File: src/rtl/rat_pkg.sv
package rat_pkg;
    typedef enum logic {
        ENT_READY   = 1'b0,
        ENT_PENDING = 1'b1
    } ent_state_e;

    localparam int unsigned RD_PORTS = 2;
endpackage

File: src/rtl/rat_entry.sv
module rat_entry
    import rat_pkg::*;
#(
    parameter int TAG_W  = 4,
    parameter int DATA_W = 16
) (
    input  logic              clk,
    input  logic              rst_n,
    input  logic              ren_hit,
    input  logic [TAG_W-1:0]  ren_tag,
    input  logic              bc_valid,
    input  logic [TAG_W-1:0]  bc_tag,
    input  logic [DATA_W-1:0] bc_value,
    output logic              ent_ready,
    output logic [TAG_W-1:0]  ent_tag,
    output logic [DATA_W-1:0] ent_value
);
    ent_state_e        state_q, state_d;
    logic [TAG_W-1:0]  tag_q, tag_d;
    logic [DATA_W-1:0] val_q, val_d;
    logic              bc_match;

    always_ff @(posedge clk) begin
        if (!rst_n) begin
            state_q <= ENT_READY;
            tag_q   <= '0;
            val_q   <= '0;
        end else begin
            state_q <= state_d;
            tag_q   <= tag_d;
            val_q   <= val_d;
        end
    end

    // transitions: RENAME beats CAPTURE; otherwise HOLD
    always_comb begin
        state_d  = state_q;
        tag_d    = tag_q;
        val_d    = val_q;
        bc_match = bc_valid && (bc_tag == tag_q);
        unique case (state_q)
            ENT_READY: begin
                if (ren_hit) begin
                    state_d = ENT_PENDING;
                    tag_d   = ren_tag;
                end
            end
            ENT_PENDING: begin
                if (ren_hit) begin
                    tag_d = ren_tag;
                end else if (bc_match) begin
                    state_d = ENT_READY;
                    val_d   = bc_value;
                end
            end
        endcase
    end

    always_comb begin
        ent_ready = (state_q == ENT_READY);
        ent_tag   = tag_q;
        ent_value = val_q;
    end
endmodule

File: src/rtl/rat_read_port.sv
module rat_read_port #(
    parameter int NUM_REGS = 10,
    parameter int IDX_W    = 4,
    parameter int TAG_W    = 4,
    parameter int DATA_W   = 16
) (
    input  logic [IDX_W-1:0]                  rd_idx,
    input  logic [NUM_REGS-1:0]               ent_ready,
    input  logic [NUM_REGS-1:0][TAG_W-1:0]    ent_tag,
    input  logic [NUM_REGS-1:0][DATA_W-1:0]   ent_value,
    input  logic                              bc_valid,
    input  logic [TAG_W-1:0]                  bc_tag,
    input  logic [DATA_W-1:0]                 bc_value,
    output logic                              rd_ready,
    output logic [TAG_W-1:0]                  rd_tag,
    output logic [DATA_W-1:0]                 rd_value
);
    logic              sel_ready;
    logic [TAG_W-1:0]  sel_tag;
    logic [DATA_W-1:0] sel_value;

    always_comb begin
        sel_ready = 1'b1;
        sel_tag   = '0;
        sel_value = '0;
        for (int i = 0; i < NUM_REGS; i++) begin
            if (rd_idx == IDX_W'(i)) begin
                sel_ready = ent_ready[i];
                sel_tag   = ent_tag[i];
                sel_value = ent_value[i];
            end
        end
    end

    always_comb begin
        rd_tag = sel_tag;
        if (sel_ready) begin
            rd_ready = 1'b1;
            rd_value = sel_value;
        end else if (bc_valid && (bc_tag == sel_tag)) begin
            rd_ready = 1'b1;
            rd_value = bc_value;
        end else begin
            rd_ready = 1'b0;
            rd_value = '0;
        end
    end
endmodule

File: src/rtl/rat_table.sv
module rat_table
    import rat_pkg::*;
#(
    parameter int NUM_REGS = 10,
    parameter int TAG_W    = 4,
    parameter int DATA_W   = 16,
    localparam int IDX_W   = $clog2(NUM_REGS)
) (
    input  logic              clk,
    input  logic              rst_n,
    input  logic              ren_valid,
    input  logic [IDX_W-1:0]  ren_dst,
    input  logic [TAG_W-1:0]  ren_tag,
    input  logic [IDX_W-1:0]  src_a_idx,
    output logic              src_a_ready,
    output logic [DATA_W-1:0] src_a_value,
    output logic [TAG_W-1:0]  src_a_tag,
    input  logic [IDX_W-1:0]  src_b_idx,
    output logic              src_b_ready,
    output logic [DATA_W-1:0] src_b_value,
    output logic [TAG_W-1:0]  src_b_tag,
    input  logic              bc_valid,
    input  logic [TAG_W-1:0]  bc_tag,
    input  logic [DATA_W-1:0] bc_value
);
    logic [NUM_REGS-1:0]               ent_ready;
    logic [NUM_REGS-1:0][TAG_W-1:0]    ent_tag;
    logic [NUM_REGS-1:0][DATA_W-1:0]   ent_value;
    logic [NUM_REGS-1:0]               ren_hit;

    logic [RD_PORTS-1:0][IDX_W-1:0]    rd_idx;
    logic [RD_PORTS-1:0]               rd_ready;
    logic [RD_PORTS-1:0][TAG_W-1:0]    rd_tag;
    logic [RD_PORTS-1:0][DATA_W-1:0]   rd_value;

    for (genvar g = 0; g < NUM_REGS; g++) begin : g_ent
        assign ren_hit[g] = ren_valid && (ren_dst == IDX_W'(g));
        rat_entry #(.TAG_W(TAG_W), .DATA_W(DATA_W)) u_ent (
            .clk       (clk),
            .rst_n     (rst_n),
            .ren_hit   (ren_hit[g]),
            .ren_tag   (ren_tag),
            .bc_valid  (bc_valid),
            .bc_tag    (bc_tag),
            .bc_value  (bc_value),
            .ent_ready (ent_ready[g]),
            .ent_tag   (ent_tag[g]),
            .ent_value (ent_value[g])
        );
    end

    assign rd_idx[0] = src_a_idx;
    assign rd_idx[1] = src_b_idx;

    for (genvar p = 0; p < RD_PORTS; p++) begin : g_rd
        rat_read_port #(
            .NUM_REGS(NUM_REGS), .IDX_W(IDX_W), .TAG_W(TAG_W), .DATA_W(DATA_W)
        ) u_rd (
            .rd_idx    (rd_idx[p]),
            .ent_ready (ent_ready),
            .ent_tag   (ent_tag),
            .ent_value (ent_value),
            .bc_valid  (bc_valid),
            .bc_tag    (bc_tag),
            .bc_value  (bc_value),
            .rd_ready  (rd_ready[p]),
            .rd_tag    (rd_tag[p]),
            .rd_value  (rd_value[p])
        );
    end

    assign src_a_ready = rd_ready[0];
    assign src_a_value = rd_value[0];
    assign src_a_tag   = rd_tag[0];
    assign src_b_ready = rd_ready[1];
    assign src_b_value = rd_value[1];
    assign src_b_tag   = rd_tag[1];
endmodule

File: config.mk
export PLATFORM = sky130hd
export DESIGN_NAME = rat_table
export DESIGN_NICKNAME = d
export VERILOG_FILES = /design/src/rtl/rat_pkg.sv /design/src/rtl/rat_entry.sv /design/src/rtl/rat_read_port.sv /design/src/rtl/rat_table.sv
export SDC_FILE = /design/constraint.sdc
export NUM_CORES = 1
export LEC_CHECK = 0
export BUFFER_PORTS_ARGS = -buffer_cell sky130_fd_sc_hd__buf_2
export CORE_MARGIN = 2
export CORE_UTILIZATION = 55
export DETAILED_ROUTE_END_ITERATION = 16
export GPL_ROUTABILITY_DRIVEN = 0
export PLACE_DENSITY = 0.73
export SYNTH_ARGS = -nofsm -noshare
export SYNTH_HDL_FRONTEND = slang
export SYNTH_SLANG_ARGS = --single-unit
export TNS_END_PERCENT = 1
File: constraint.sdc
create_clock -name clk -period 12.79 [get_ports clk]
set_input_delay 3.837 -clock clk [delete_from_list [all_inputs] [get_ports clk]]
set_output_delay 3.837 -clock clk [all_outputs]
set_load 0.05 [all_outputs]
==> flow_summary.ini <==
[floorplan]
io-pin-count = 82
die_y_um = 154
placeableCoreArea_mm2 = 0.0220
floorplan.rows = 54
floorplan.die_area_mm2 = 0.0237
floorplan.die.width_um = 154
effective_utilization_at_floorplan = 0.564

[logic_synthesis]
synthAdderAreaFrac = 0
synth_largest_area_cell = dfxtp_1
fraction_of_synthesized_cell_area_in_xor_and_xnor_cells = 0.0318
yosys_warnings = 0
synth.area.top_cells = dfxtp_1 34%, mux2i_1 18%, nor2b_1 10%, a222oi_1 2.8%, clkbuf_1 2.6%
yosys_most_used_dff = dfxtp_1
synth.ff_latch_count = 210
syn_area_per_cell_um2 = 9.14
synthesis.area_mm2 = 0.0124
synth_seq_area_share = 0.339
combinational_family_with_the_most_area_after_synthesis = multiplexers
number_of_instances_in_the_synthesized_netlist = 1355
synth_edf_count = 0
synth.net_count = 1395
synth_compound_gate_area_share = 0.181
yosys.cell_types.count = 75
synthDominantCellAreaShare = 0.339
post_synth_mux_area_share = 0.201
synth-async-reset-ratio = 0
yosys.area_share.simple = 0.198

[worst_hold_path]
cells_on_worst_hold_path = 2
min-delay-path-class = flop to flop

[critical_path]
critical_path_class = input port to output pin
worst_path_dominant_cell_family = simple AND/OR/NAND/NOR gates
timing.critical_path.buf_inv = 2
worst-endpoint-arrival_ns = 7.63
timing.critical_path.fanout_max = 32
cp_cell_sequence = buf_2 -> and4bb_1 -> a221oi_1 -> a221o_1 -> a221oi_1 -> xnor2_1 -> nand4_4 -> o22ai_1 -> buf_2
length_in_cells_of_the_worst_reg_to_reg_path = 6
timing.critical_path.required_ns = 8.95
cpPeakStageDelay_ns = 0.94
critical_path.endpoint_type = output pin
start_kind = input port
critical_path.slowest_cell = and4bb_1
worst-path-stages = 9

[timing]
setup-violations-final = 0
finalCriticalPeriod_ns = 11.47
layout_worst_path_cycle_share = 0.897
rsz0062_at_grt = false
fin_tns_setup_ns = 0
finalHoldViolations = 0
final-max-slew-violation-count = 0
final_critical_path_setup_slack_ns = 1.32
clock.fmax_ghz = 0.0872
fin_skew_ns = 0.00837
relSlewSlack = 0.222
worst_pin_slew_ns = 1.16

[cells_and_area]
final_layout_size_suffix_gt1_frac = 0.151
final_core_util = 0.623
area_delta_synth_final_pct = 10.4
layout.cells.non_filler = 1655
mostFrequentLayoutCell = mux2i_1
nets = 1396
layout_common_cells = 218 x mux2i_1, 210 x dfxtp_1, 204 x nor2b_1, 80 x buf_2, 72 x nand2_1

[power_and_ir_drop]
ir_drop_mv = 0.0930
pwr_density_cell_mw_per_mm2 = 112
power_consumption_mw = 1.53
power_leakage_nw = 4.49

[detailed_routing]
met2_routed_wirelength_um = 17200
routed_wirelength_um = 40600
sum_of_routed_wire_segments_on_met1_um = 17200
met3RoutedLength_um = 4320
remaining_drc_errors = 0
detailedRoute.firstPassIterationCount = 7
route.antenna.remaining_nets = 0
highest-signal-layer = met5
post_drt_wl_per_cell_um = 24.5
drtIter0Drc = 1465
via_count = 10900
post_detailed_route_via_to_cell_ratio = 6.61

[global_routing]
all_layer_gr_usage = 0.331
grt_pass1_vias = 10300
grt_pass1_wl_um = 61500
grt_max_degree = 141
antenna_found_initial = 2
overflow = 0

[status]
run_status = finished clean

[clock_tree]
postCtsSetupRepairBufs = 0
cts.root.buffer_cell = clkbuf_16
clockBufferDepth = 3
cts_sinks = 210
cts-buffers-inserted = 24
clk_pin_slew_worst_setup_hold_paths_ns = 0.06
cts.repair.resized = 0
worstSkewPairLatency_ns = 0.54
cts_tree = yes
h-tree-depth = 1
cts_hold_repair.buffers = 0

[place]
place.port_buffers = 81
placement.setup.worst_slack_ns = 1.41
dp_hpwl_um = 26000
dp.cells = 1610

[flow_run]
drv_cap = 0
==> state kept, by name (all words and copies together) (netlist names) <==
| signal | count |
|---|---|
| g_ent.u_ent.ent_tag | 40 |
| g_ent.u_ent.ent_value | 160 |
| g_ent.u_ent.state_q | 10 |
==> metal layers <==
| layer | GRT usage | vias to the layer above |
|---|---|---|
| met2 | 0.490 | 622 |
| li1 | - | 4947 |
| met3 | 0.0679 | 137 |
| met5 | 0 | - |
| met4 | 0.146 | 2 |
| met1 | 0.467 | 5237 |
==> final cells by class <==
cell class | count | area [um^2]
antenna | 1 | 2.50
inverter | 5 | 18.8
tap | 280 | 350
multi-input combinational | 1007 | 7670
timing repair buffer | 108 | 611
clock buffer | 32 | 651
sequential | 210 | 4200
clock inverter | 12 | 170
fill | 1869 | 8280
==> power breakdown <==
group | internal [mW] | switching, mW | total [mW]
Combinational | 0.0502 | 0.111 | 0.161
Sequential | 0.657 | 0.00378 | 0.660
Clock | 0.423 | 0.289 | 0.712
==> cell families after synthesis <==
group | count (synthesis)
compound gates | 301
buf+inv | 138
xor+xnor | 45
flops | 210
mux | 243
simple gates | 418
==> worst reg2reg max path: cells and delay by family (launching register included) <==
family | cells | cell delay [ns]
AND/OR/NAND/NOR | 3 | 0.67
multiplexers | 1 | 0.30
buffers and inverters | 1 | 0.38
XOR/XNOR | 1 | 0.18
flip-flops | 1 | 0.38
==> final timing paths <==
kind	startpoint	endpoint	slack, ns
max reg2reg	g_ent[8].u_ent.ent_tag[2]	g_ent[8].u_ent.ent_value[8]	10.77
min reg2reg	g_ent[0].u_ent.ent_tag[1]	g_ent[0].u_ent.ent_tag[1]	0.52
max	src_b_idx[0]	src_b_value[0]	1.32
min	g_ent[0].u_ent.ent_tag[1]	g_ent[0].u_ent.ent_tag[1]	0.52
==> cell usage after synthesis, types with 11 or more instances <==
| cell type | number |
|---|---|
| a22oi_1 | 37 |
| nand3_1 | 15 |
| xor2_1 | 30 |
| o21a_1 | 12 |
| xnor2_1 | 15 |
| a221oi_1 | 23 |
| o21ai_0 | 57 |
| a41oi_1 | 15 |
| nor3_1 | 11 |
| a21boi_0 | 13 |
| nor2b_1 | 204 |
| buf_2 | 38 |
| o22ai_1 | 15 |
| mux2i_1 | 218 |
| a21oi_1 | 31 |
| a21o_1 | 12 |
| mux2_2 | 23 |
| dfxtp_1 | 210 |
| nand2_1 | 72 |
| nor2_1 | 38 |
| nand2b_1 | 16 |
| a222oi_1 | 35 |
| clkbuf_1 | 85 |
==> metrics by stage <==
stage          cell area, um^2  hold slack (ns)
3_3_place_gp             12900            0.497
6_report                 13700            0.523
3_5_place_dp             12900            0.509
5_1_grt                  13700            0.537
2_1_floorplan            12400            0.472
4_1_cts                  13700            0.517
(Power assumes the default switching activity.)
